`config.mk`:
```
export PLATFORM = sky130hd
export DESIGN_NAME = tapefmt_writer
export DESIGN_NICKNAME = d
export VERILOG_FILES = /design/src/rtl/tapefmt_pkg.sv /design/src/rtl/tapefmt_ctrl.sv /design/src/rtl/tapefmt_dp.sv /design/src/rtl/tapefmt_writer.sv
export SDC_FILE = /design/constraint.sdc
export NUM_CORES = 1
export LEC_CHECK = 0
export ABC_AREA = 0
export BUFFER_PORTS_ARGS = -buffer_cell sky130_fd_sc_hd__buf_2
export CAP_MARGIN = 40
export CORE_MARGIN = 2
export CORE_UTILIZATION = 50
export CTS_CLUSTER_DIAMETER = 120
export DETAILED_ROUTE_END_ITERATION = 16
export GPL_TIMING_DRIVEN = 0
export PLACE_DENSITY = 0.7
export SKIP_CTS_REPAIR_TIMING = 1
export SLEW_MARGIN = 20
export SYNTH_ARGS = -nofsm -noshare
export SYNTH_HDL_FRONTEND = slang
export SYNTH_SLANG_ARGS = --single-unit
```
`constraint.sdc`:
```
create_clock -name clk -period 5.6 [get_ports clk]
set_input_delay 0.56 -clock clk [delete_from_list [all_inputs] [get_ports clk]]
set_output_delay 0.56 -clock clk [all_outputs]
set_load 0.01 [all_outputs]
```
`src/rtl/tapefmt_pkg.sv`:
```
`timescale 1ns/1ps
package tapefmt_pkg;

  typedef enum logic [1:0] {
    SRC_DATA = 2'd0,
    SRC_MARK = 2'd1,
    SRC_CRCC = 2'd2,
    SRC_LRCC = 2'd3
  } charSrc_t;

  typedef struct packed {
    logic     startRec;
    logic     loadHold;
    logic     emit;
    charSrc_t src;
  } ctrlStrobe_t;

  typedef struct packed {
    logic nine;
    logic oddSel;
    logic special;
    logic mark;
  } recCfg_t;

endpackage

```
`src/rtl/tapefmt_ctrl.sv`:
```
`timescale 1ns/1ps
module tapefmt_ctrl
  import tapefmt_pkg::*;
#(
  parameter int GAP_CHARS = 4
) (
  input  logic        clk,
  input  logic        rstN,
  input  logic        charEn,
  input  logic        nineTrack,
  input  logic        oddParity7,
  input  logic        specialMark9,
  input  logic        startWrite,
  input  logic        startMark,
  input  logic        hostAck,
  input  logic        hostHalt,
  input  logic        holdFull,
  output logic        dataFlag,
  output logic        done,
  output ctrlStrobe_t strb,
  output recCfg_t     cfg
);

  localparam int CW = $clog2(GAP_CHARS + 1);

  typedef enum logic [2:0] {
    ST_IDLE, ST_DATA, ST_MARK, ST_GAP1, ST_GAP2, ST_FIN
  } ctrlState_t;

  ctrlState_t state, nextState;
  logic [CW-1:0] cnt, nextCnt;
  logic gapFull;

  assign gapFull = (cnt == CW'(GAP_CHARS));

  always_comb begin
    strb          = '0;
    strb.src      = SRC_DATA;
    strb.loadHold = hostAck & dataFlag;
    nextState     = state;
    nextCnt       = cnt;
    unique case (state)
      ST_IDLE: begin
        if (startWrite || startMark) begin
          strb.startRec = 1'b1;
          nextState     = startWrite ? ST_DATA : ST_MARK;
        end
      end
      ST_DATA: begin
        if (charEn) begin
          if (holdFull) begin
            strb.emit = 1'b1;
            strb.src  = SRC_DATA;
          end else if (hostHalt) begin
            nextState = ST_GAP1;
            nextCnt   = CW'(1);
          end
        end
      end
      ST_MARK: begin
        if (charEn) begin
          strb.emit = 1'b1;
          strb.src  = SRC_MARK;
          nextState = ST_GAP1;
          nextCnt   = '0;
        end
      end
      ST_GAP1: begin
        if (charEn) begin
          if (gapFull) begin
            strb.emit = 1'b1;
            strb.src  = cfg.nine ? SRC_CRCC : SRC_LRCC;
            nextState = cfg.nine ? ST_GAP2 : ST_FIN;
            nextCnt   = '0;
          end else begin
            nextCnt = CW'(cnt + 1'b1);
          end
        end
      end
      ST_GAP2: begin
        if (charEn) begin
          if (gapFull) begin
            strb.emit = 1'b1;
            strb.src  = SRC_LRCC;
            nextState = ST_FIN;
            nextCnt   = '0;
          end else begin
            nextCnt = CW'(cnt + 1'b1);
          end
        end
      end
      ST_FIN: begin
        if (charEn) nextState = ST_IDLE;
      end
      default: nextState = ST_IDLE;
    endcase
  end

  always_ff @(posedge clk) begin
    if (!rstN) begin
      state    <= ST_IDLE;
      cnt      <= '0;
      cfg      <= '0;
      dataFlag <= 1'b0;
      done     <= 1'b0;
    end else begin
      state <= nextState;
      cnt   <= nextCnt;
      done  <= (state == ST_FIN) && charEn;
      if (strb.startRec) begin
        cfg.nine    <= nineTrack;
        cfg.oddSel  <= nineTrack | oddParity7;
        cfg.special <= specialMark9;
        cfg.mark    <= ~startWrite;
      end
      if (strb.startRec && startWrite) dataFlag <= ~hostHalt;
      else if (hostHalt)               dataFlag <= 1'b0;
      else if (strb.loadHold)          dataFlag <= 1'b0;
      else if (strb.emit && strb.src == SRC_DATA) dataFlag <= 1'b1;
    end
  end

endmodule

```
`src/rtl/tapefmt_dp.sv`:
```
`timescale 1ns/1ps
module tapefmt_dp
  import tapefmt_pkg::*;
#(
  parameter int          CHANS     = 8,
  parameter int          UNUSED7   = 2,
  parameter logic [CHANS:0] CRC_POLY = 9'h079,
  parameter logic [CHANS:0] CRC_INV  = 9'h1EB
) (
  input  logic             clk,
  input  logic             rstN,
  input  ctrlStrobe_t      strb,
  input  recCfg_t          cfg,
  input  logic [CHANS-1:0] hostData,
  output logic             holdFull,
  output logic [CHANS-1:0] writeDataN,
  output logic             writeParN,
  output logic             writeStrobe
);

  localparam int VW = CHANS + 1;
  localparam logic [CHANS-1:0] MARK_NINE  = CHANS'((1 << 3) | (1 << 6) | (1 << 7));
  localparam logic [CHANS-1:0] MARK_SEVEN = CHANS'((1 << 4) | (1 << 5) | (1 << 6) | (1 << 7));

  logic [CHANS-1:0] hold;
  logic [CHANS-1:0] dataBits;
  logic [CHANS-1:0] charBits;
  logic [VW-1:0]    charVec;
  logic [VW-1:0]    crcReg, lrcReg, crcT, crcNext;
  logic [VW-1:0]    selVec;
  logic [VW-1:0]    outVec;

  for (genvar k = 0; k < CHANS; k++) begin : g_chan
    if (k < UNUSED7) begin : g_low
      assign dataBits[k] = cfg.nine & hold[CHANS-1-k];
    end else begin : g_high
      assign dataBits[k] = hold[CHANS-1-k];
    end
  end

  always_comb begin
    if (cfg.mark) charBits = (cfg.nine && !cfg.special) ? MARK_NINE : MARK_SEVEN;
    else          charBits = dataBits;
    charVec = {(^charBits) ^ cfg.oddSel, charBits};
  end

  always_comb begin
    crcT    = crcReg ^ charVec;
    crcNext = {crcT[VW-2:0], 1'b0} ^ (crcT[VW-1] ? CRC_POLY : '0);
  end

  always_comb begin
    unique case (strb.src)
      SRC_CRCC: selVec = cfg.mark ? '0 : (crcReg ^ CRC_INV);
      SRC_LRCC: selVec = lrcReg;
      default:  selVec = charVec;
    endcase
  end

  always_ff @(posedge clk) begin
    if (!rstN) begin
      hold        <= '0;
      holdFull    <= 1'b0;
      crcReg      <= '0;
      lrcReg      <= '0;
      outVec      <= '0;
      writeStrobe <= 1'b0;
    end else begin
      writeStrobe <= strb.emit;
      if (strb.startRec) begin
        holdFull <= 1'b0;
        crcReg   <= '0;
        lrcReg   <= '0;
      end
      if (strb.emit) begin
        outVec <= selVec;
        if (strb.src == SRC_DATA) holdFull <= 1'b0;
        if (strb.src == SRC_DATA || strb.src == SRC_MARK) crcReg <= crcNext;
        if (strb.src != SRC_LRCC) lrcReg <= lrcReg ^ selVec;
      end
      if (strb.loadHold) begin
        hold     <= hostData;
        holdFull <= 1'b1;
      end
    end
  end

  assign writeDataN = ~outVec[CHANS-1:0];
  assign writeParN  = ~outVec[VW-1];

endmodule

```
`src/rtl/tapefmt_writer.sv`:
```
`timescale 1ns/1ps
module tapefmt_writer
  import tapefmt_pkg::*;
#(
  parameter int GAP_CHARS = 4
) (
  input  logic       clk,
  input  logic       rstN,
  input  logic       charEn,
  input  logic       nineTrack,
  input  logic       oddParity7,
  input  logic       specialMark9,
  input  logic       startWrite,
  input  logic       startMark,
  output logic       dataFlag,
  input  logic       hostAck,
  input  logic [7:0] hostData,
  input  logic       hostHalt,
  output logic [7:0] writeDataN,
  output logic       writeParN,
  output logic       writeStrobe,
  output logic       done
);

  ctrlStrobe_t strb;
  recCfg_t     cfg;
  logic        holdFull;

  tapefmt_ctrl #(.GAP_CHARS(GAP_CHARS)) u_ctrl (
    .clk(clk), .rstN(rstN), .charEn(charEn),
    .nineTrack(nineTrack), .oddParity7(oddParity7), .specialMark9(specialMark9),
    .startWrite(startWrite), .startMark(startMark),
    .hostAck(hostAck), .hostHalt(hostHalt), .holdFull(holdFull),
    .dataFlag(dataFlag), .done(done), .strb(strb), .cfg(cfg)
  );

  tapefmt_dp #(.CHANS(8)) u_dp (
    .clk(clk), .rstN(rstN), .strb(strb), .cfg(cfg), .hostData(hostData),
    .holdFull(holdFull), .writeDataN(writeDataN), .writeParN(writeParN),
    .writeStrobe(writeStrobe)
  );

endmodule

```
Yosys cells after proc, flatten, opt, wreduce, memory -nomap -nowiden
Index checks and enable logic that the tools add are counted.

Register bits after elaboration: 49. Input bits: 18. Output and inout port bits: 12.

$add $sub $neg: 1. Equal/unequal tests: 21. Muxes and demuxes: 49. Bitwise operators: 13. Reduce and logical (&&, ||, !) cells: 15.

Operators with widths (count): two-way mux 3 bit (22); two-way mux 9 bit (7); XOR 9 bit (3); one-hot mux 3 bit (6 select lines) (1); one-hot mux 9 bit (2 select lines) (1); != test 2 bit, second input constant (8); two-way mux 1 bit (12); one-hot mux 3 bit (4 select lines) (1); AND reduction 10 bit (1); == test 3 bit, second input constant (3); one-hot mux 3 bit (3 select lines) (1); two-way mux 8 bit (1); != test 2 x 1 -> 1 bit, second input constant (4); NOT 8 bit (1); XOR reduction 8 bit (1); two-way mux 7 bit (1); NOT 7 bit (1); == test 3 x 2 -> 1 bit, second input constant (2); two-way mux 6 bit (1); AND reduction 6 bit (1); == test 2 bit, second input constant (2); logical AND 1 bit (4); nonzero test 4 bit (1); adder 3 x 1 -> 3 bit, second input constant (1); 13 further kinds (18).

Longest topological paths before layout
Gate-level depths: netlist (run 1).

Depth in word-level cells: 11. Depth in mapped cells: 8.

Modules after synthesis
From an unflattened synthesis (run 1), not the netlist that was laid out.

Cells, all modules: 338. Area total of the unflattened synthesis: 2771.4 µm².

By module, submodules not included: tapefmt_dp (instances 1, cells each 244, area each 2024.4 µm², sequential area each 740.7 µm²); tapefmt_ctrl (instances 1, cells each 94, area each 747.0 µm², sequential area each 240.2 µm²).

Worst setup path after synthesis (run 1)
Ideal clock, no wire load.

Path kind: input port to flip-flop. Start point: input charEn. End point: register u_dp.lrcReg[3]. Setup time: 65 ps. Arrival: 1909 ps. Setup slack: 3626 ps. Stages: 6. Buffers on the path: 0. Cells stage by stage: nor2b_1 o311ai_4 nand3_1 o21ai_0 mux2_2 nor2_1.

Longest elaborated chain between the ends: 7. Elaborated cells between the ends (all ways): 12. Those cells by class: eq/ne (3); mux (8); bitwise (1).

RTL lines: from (decl) (RTL line tapefmt_writer.sv:9) `input logic charEn,`; two-way mux 3 bit (on tied branches); one-hot mux 3 bit (4 select lines) (*) (RTL line tapefmt_ctrl.sv:42) `unique case (state)`; == test 2 bit (RTL line tapefmt_dp.sv:53) `unique case (strb.src)`; one-hot mux 9 bit (2 select lines) (RTL line tapefmt_dp.sv:53); XOR 9 bit (RTL line tapefmt_dp.sv:79) `if (strb.src != SRC_LRCC) lrcReg <= lrcReg ^ selVec;`; two-way mux 9 bit (RTL line tapefmt_dp.sv:79); two-way mux 9 bit (*) (RTL line tapefmt_dp.sv:75) `if (strb.emit) begin`; to (signal assigned) (RTL line tapefmt_dp.sv:79); to (decl) (RTL line tapefmt_dp.sv:29) `logic [VW-1:0] crcReg, lrcReg, crcT, crcNext;`.

Every way passes the cells marked *; elsewhere a longest branch is shown, timed or not. A chain may end at the register's enable or synchronous reset.

Worst setup path after layout (run 1)
Start point: register u_ctrl.state[0]. End point: register u_dp.lrcReg[6].

Longest elaborated chain between the ends: 7. Elaborated cells between the ends (all ways): 15. Those cells by class: eq/ne (7); mux (6); bitwise (1); reduce/logical (1).

RTL lines: from (decl) (RTL line tapefmt_ctrl.sv:30) `ctrlState_t state, nextState;`; from (signal assigned) (RTL line tapefmt_ctrl.sv:107) `state <= nextState;`; == test 3 bit, or another cell as far along (RTL line tapefmt_ctrl.sv:42); one-hot mux 3 bit (4 select lines) (RTL line tapefmt_ctrl.sv:42); == test 2 bit (RTL line tapefmt_dp.sv:53); one-hot mux 9 bit (2 select lines) (RTL line tapefmt_dp.sv:53); XOR 9 bit (RTL line tapefmt_dp.sv:79); two-way mux 9 bit (RTL line tapefmt_dp.sv:79); two-way mux 9 bit (*) (RTL line tapefmt_dp.sv:75).

Marked as above.

==> impl_metrics.env, run 1 <==
export IMPL_rsz0062_at_grt="no"
export IMPL_drt_first_pass_iters=4
export IMPL_area_growth_pct=12.1
export IMPL_cts_tree="built"
export IMPL_ctsHtreeMaxLevel=2
export IMPL_grt_pass1_wl_mm=11.5
export IMPL_drtAntennaViolNets=0
export IMPL_r2r_start="u_ctrl.state[0]"
export IMPL_synth_seq_cells=49
export IMPL_holdCritPathClass="primary input to register"
export IMPL_grt_overflow=0
export IMPL_synth_top_family_by_area="compound AO/OA/AOI/OAI gates"
export IMPL_wl_per_cell_um=15.3
export IMPL_initial_core_util=0.522
export IMPL_clk_pin_slew_ns=0.10
export IMPL_vias=2651
export IMPL_design_area_mm2=0.00302
export IMPL_synth_ff_type="dfxtp_1"
export IMPL_grt_usage=0.240
export IMPL_antenna_found_initial=0
export IMPL_drv_slew=0
export IMPL_num_antenna_cells=0
export IMPL_post_place_ws_ns=3.20
export IMPL_cts_buffer_depth=2
export IMPL_final_nets=401
export IMPL_drtIter0Drc=200
export IMPL_portBuffers=29
export IMPL_p_per_area_mw_per_mm2=326
export IMPL_start_kind="register"
export IMPL_hold_viol_final=0
export IMPL_vias_per_cell=5.87
export IMPL_post_dp_cell_area_mm2=0.00293
export IMPL_setup_slack_ns=3.30
export IMPL_max_slew_margin=0.565
export IMPL_layout_drive_gt1_share=0.154
export IMPL_cts_buffers=5
export IMPL_die_y_um=77.5
export IMPL_synthSimpleGateAreaFrac=0.228
export IMPL_peakVddDrop_mv=0.130
export IMPL_dp_hpwl_mm=5.01
export IMPL_gp_congestion=0.850
export IMPL_dieArea_mm2=0.00600
export IMPL_synth_compound_area_frac=0.247
export IMPL_grt_max_degree=16
export IMPL_clockRootBuffer="clkbuf_8"
export IMPL_drcViolationCount=0
export IMPL_hp_start="hostHalt"
export IMPL_ys_warn_count=0
export IMPL_outcome="completed"
export IMPL_synth_seq_area_share=0.364
export IMPL_cp_end_kind="register"
export IMPL_coreArea_mm2=0.00517
export IMPL_worstSkewPairLatency_ns=0.31
export IMPL_io_pins=30
export IMPL_leakagePower_nw=1.12
export IMPL_yosys_area_share_adder=0.00928
export IMPL_finalCritPeriodShare=0.411
export IMPL_setup_viol=0
export IMPL_min_period_ns=2.30
export IMPL_cp_max_fo=10
export IMPL_die_x_um=77.5
export IMPL_clock_skew_ns=0.00726
export IMPL_synth_xor_area_frac=0.0594
export IMPL_fmaxAchievable_ghz=0.435
export IMPL_fin_util=0.585
export IMPL_maxCapViolations=0
export IMPL_synth_cell_types=52
export IMPL_rows=26
export IMPL_synthMuxAreaShare=0.0399
export IMPL_synthCells=344
export IMPL_grt_pass1_vias=2438
export IMPL_syn_area_mm2=0.00270
export IMPL_synth_edf_count=0
export IMPL_worst_setup_path_type="register to register"
export IMPL_crit_arrival_ns=2.56
export IMPL_async_flop_share=0
export IMPL_worst_slew_pin_slew_ns=0.648
export IMPL_syn_nets=364
export IMPL_drt_wl_total_mm=6.91
export IMPL_required_ns=5.86
export IMPL_setup_tns_ns=0
export IMPL_syn_avg_cell_area_um2=7.84
export IMPL_crit_start="u_ctrl.state[0]"
export IMPL_cts_sinks=49
[synthesized netlist by cell type, drive strengths merged, types with 6 or more instances]
master,number,area share
xnor2,8,0.026
dfxtp,49,0.36
o21ai,21,0.039
mux2,6,0.025
clkbuf,9,0.013
nor2,30,0.042
nor3,12,0.022
nor2b,7,0.016
buf,9,0.015
nand3,14,0.026
a21oi,35,0.065
inv,18,0.025
nand2,55,0.077
[power breakdown]
group | internal, mW | total [mW] | switching [mW]
logic | 0.138 | 0.373 | 0.235
registers | 0.378 | 0.402 | 0.0248
clock network | 0.0865 | 0.211 | 0.125
[routing by layer]
layer / global-route usage / share of wire / wire (um) / up-vias
li1: - / - / - / 1282
met3: 0.0372 / 0.052 / 362 / 18
met4: 0.120 / 0.029 / 201 / 0
met2: 0.386 / 0.46 / 3170 / 95
met5: 0 / 0 / 0 / -
met1: 0.314 / 0.46 / 3180 / 1256
[registers in the layout, indices dropped and copies added (netlist names)]
register and cells:
u_ctrl.cfg 4, u_ctrl.cnt 3, u_ctrl.dataFlag 1, u_ctrl.done 1
u_ctrl.state 3, u_dp.crcReg 9, u_dp.hold 8, u_dp.holdFull 1
u_dp.lrcReg 9, u_dp.outVec 9, u_dp.writeStrobe 1
[critical path: stages, from the launching register on]
cell and delay [ns]:
dfxtp_1 0.33, buf_2 0.18, and3b_1 0.22, o21ai_1 0.54, o21ai_1 0.33, a2111oi_0 0.51
a41o_1 0.14
[placed cells by master, fill, tap and decap left out, types with 2 or more instances in the layout]
master / netlist / routed
dfxtp_1: 49 / 49
nand3_1: 14 / 14
a21oi_1: 35 / 35
nor2_1: 30 / 30
a2111oi_0: 2 / 2
clkinv_2: 0 / 2
nor2b_1: 7 / 7
nor3_1: 12 / 12
o22ai_1: 3 / 3
mux2i_1: 4 / 4
xor2_1: 5 / 5
xnor2_1: 8 / 8
o221ai_1: 4 / 4
nand3b_1: 2 / 2
and2_1: 4 / 4
a41o_1: 3 / 3
o21ai_1: 6 / 6
or3_1: 2 / 2
o21a_1: 4 / 4
mux2_2: 6 / 6
and3_1: 4 / 4
a2bb2oi_1: 2 / 2
a211oi_1: 5 / 5
clkbuf_8: 0 / 5
ha_1: 2 / 2
buf_2: 6 / 35
clkbuf_1: 9 / 9
inv_1: 18 / 18
buf_1: 3 / 3
nand2b_1: 3 / 3
nand2_1: 55 / 55
o21ai_0: 15 / 15
[final cells by class]
| type | instances | area [um^2] |
|---|---|---|
| plain buffers | 18 | 75.1 |
| clock buffers | 5 | 68.8 |
| inverters | 18 | 67.6 |
| multi-input cells | 259 | 1570 |
| fillers | 498 | 2150 |
| well taps | 70 | 87.6 |
| flip-flops and latches | 49 | 981 |
| clock inverters | 3 | 17.5 |
| repair buffers | 30 | 153 |
[metrics by stage]
stage	hold WS (ns)	total power, mW	cells
after floorplan	0.431	0.679	344
after global placement	0.441	0.765	443
final	0.435	0.986	452
after global routing	0.457	1.04	452
after detailed placement	0.454	0.771	443
after CTS	0.441	0.977	451
[final timing paths]
check,slack (ns),endpoint,cells past startpoint
worst min-delay path,0.43,u_ctrl.dataFlag,2
worst max-delay path,3.30,u_dp.lrcReg[6],6
worst min register to register,0.46,u_dp.outVec[2],2
worst max register to register,3.30,u_dp.lrcReg[6],6
[cell families after synthesis]
| logic type | count (synthesis) |
|---|---|
| muxes | 10 |
| buffers and inverters | 36 |
| and+or+nand+nor | 136 |
| AOI/OAI and AO/OA | 96 |
| DFF | 49 |
| xor gates and xnor gates | 15 |
| adders and majority gates | 2 |
No activity file was read; power rests on OpenSTA's default activity.
==> run 2: changes to the inputs <==
--- a/config.mk
+++ b/config.mk
@@ -13,7 +13,7 @@
 export CTS_CLUSTER_DIAMETER = 120
 export DETAILED_ROUTE_END_ITERATION = 16
 export GPL_TIMING_DRIVEN = 0
-export PLACE_DENSITY = 0.7
+export PLACE_DENSITY = 0.72
 export SKIP_CTS_REPAIR_TIMING = 1
 export SLEW_MARGIN = 20
 export SYNTH_ARGS = -nofsm -noshare
==> constraint.sdc (replaced) <==
create_clock -name clk -period 1.95 [get_ports clk]
set_input_delay 0.195 -clock clk [delete_from_list [all_inputs] [get_ports clk]]
set_output_delay 0.195 -clock clk [all_outputs]
set_load 0.01 [all_outputs]
==> impl_metrics.env, run 2 (synthesis gave the netlist of run 1 again) <==
export IMPL_outcome="finished, violations left"
export IMPL_violations="negative setup slack"
export IMPL_dieArea_mm2=0.00600
export IMPL_timing_critical_path_buf_inv=0
export IMPL_reg2reg_slack_ns=-0.02
export IMPL_leakagePower_nw=1.18
export IMPL_vias=2544
export IMPL_rsz0062_at_grt="yes"
export IMPL_clock_skew_ns=0.00647
export IMPL_final_common_cell="nand2_1"
export IMPL_die_x_um=77.5
export IMPL_area_growth_pct=18.4
export IMPL_hold_path_end="u_ctrl.dataFlag"
export IMPL_finalCritPeriodShare=1.01
export IMPL_drv_slew=0
export IMPL_hold_depth=2
export IMPL_final_nets=403
export IMPL_ctsHtreeMaxLevel=2
export IMPL_multiInputGateArea_mm2=0.00169
export IMPL_holdCritPathClass="primary input to register"
export IMPL_final_cell_mix="55 x nand2_1, 44 x dfxtp_1, 35 x a21oi_1"
export IMPL_maxCapViolations=0
export IMPL_crit_arrival_ns=2.21
export IMPL_worstSkewPairLatency_ns=0.30
export IMPL_grt_pass1_vias=2343
export IMPL_reg_largest_list="u_dp.crcReg (9), u_dp.lrcReg (9), u_dp.outVec (9)"
export IMPL_max_slew_margin=0.545
export IMPL_p_per_area_mw_per_mm2=924
export IMPL_num_antenna_cells=0
export IMPL_grt_pass1_wl_mm=11.1
export IMPL_clk_pin_slew_ns=0.09
export IMPL_cts_buffer_depth=2
export IMPL_hold_viol_final=0
export IMPL_dp_hpwl_mm=4.89
export IMPL_post_place_ws_ns=-0.280
export IMPL_die_y_um=77.5
export IMPL_required_ns=2.19
export IMPL_io_pins=30
export IMPL_cts_tree="built"
export IMPL_peakVddDrop_mv=0.535
export IMPL_seqCellArea_um2=992
export IMPL_grt_usage=0.231
export IMPL_fmaxAchievable_ghz=0.509
export IMPL_cts_buffers=5
export IMPL_worst_setup_path_type="register to register"
export IMPL_drt_wl_total_mm=6.82
export IMPL_r2r_cells=6
export IMPL_cp_max_fo=8
export IMPL_clockRootBuffer="clkbuf_8"
export IMPL_cts_sinks=49
export IMPL_hp_start="hostHalt"
export IMPL_dp_cells=444
export IMPL_grt_overflow=0
export IMPL_coreArea_mm2=0.00517
export IMPL_setup_slack_ns=-0.0160
export IMPL_layout_drive_gt1_share=0.229
export IMPL_rows=26
export IMPL_initial_core_util=0.522
export IMPL_vias_per_cell=5.60
export IMPL_reg2reg_to="u_dp.lrcReg[1]"
export IMPL_r2r_start="u_ctrl.state[2]"
export IMPL_cp_end_kind="register"
export IMPL_min_period_ns=1.97
export IMPL_drtAntennaViolNets=0
export IMPL_critPathTopFamily="simple AND/OR/NAND/NOR gates"
export IMPL_critPathMaxStageDelay_ns=0.42
export IMPL_path_cells="or3b_4, a21boi_4, nand3_4, o22ai_2, mux2_4, nor2_2"
export IMPL_power_mw=2.95
export IMPL_fin_util=0.618
export IMPL_setup_viol=3
export IMPL_slowest_stage="or3b_4"
export IMPL_gp_congestion=0.828
export IMPL_grt_max_degree=16
export IMPL_antenna_found_initial=0
export IMPL_final_cell_count_no_fill=454
export IMPL_drcViolationCount=0
export IMPL_drtIter0Drc=174
export IMPL_worst_slew_pin_slew_ns=0.680
export IMPL_n_fill_cell=481
export IMPL_portBuffers=29
export IMPL_start_kind="register"
export IMPL_wl_per_cell_um=15.0
export IMPL_drt_first_pass_iters=5
export IMPL_timing_hold_ws_ns=0.0867
[run 2: report_power, final]
part / internal [mW] / switching (mW)
registers: 1.09 / 0.0766
clock network: 0.248 / 0.340
logic: 0.469 / 0.725
[run 2: area by class of cell]
cell class | instances | share of cell area
Buffer | 18 | 0.0313
Clock buffer | 5 | 0.0215
Clock inverter | 3 | 0.00548
Inverter | 18 | 0.0212
Multi-Input combinational cell | 259 | 0.530
Sequential cell | 49 | 0.311
Tap cell | 70 | 0.0274
Timing Repair Buffer | 32 | 0.0525
[run 2: worst max path at each step]
stage | from | endpoint | depth (start not counted)
3_3_place_gp | u_ctrl.state[0] | u_dp.lrcReg[7] | 6
6_report | u_ctrl.state[2] | u_dp.lrcReg[1] | 6
2_1_floorplan | u_ctrl.state[2] | u_dp.lrcReg[2] | 6
5_1_grt | u_ctrl.state[2] | u_dp.lrcReg[1] | 6
3_5_place_dp | u_ctrl.state[0] | u_dp.outVec[0] | 7
4_1_cts | u_ctrl.state[0] | u_dp.lrcReg[7] | 6
[run 2: metal layers]
metal	part of all wire	global-route usage	wire (um)	up-vias
li1	-	-	-	1288
met1	0.47	0.305	3170	1191
met2	0.47	0.377	3200	58
met3	0.052	0.0360	352	7
met4	0.013	0.0911	91	0
met5	0	0	0	-
[run 2: metrics by stage]
| stage | TNS (ns) | instance area [um^2] |
|---|---|---|
| finish | -0.0329 | 3190 |
| global route | -0.735 | 3190 |
| CTS | -3.51 | 3020 |
| detailed placement | -3.08 | 2940 |
| global placement | -3.91 | 2930 |
| floorplan | 0 | 2700 |
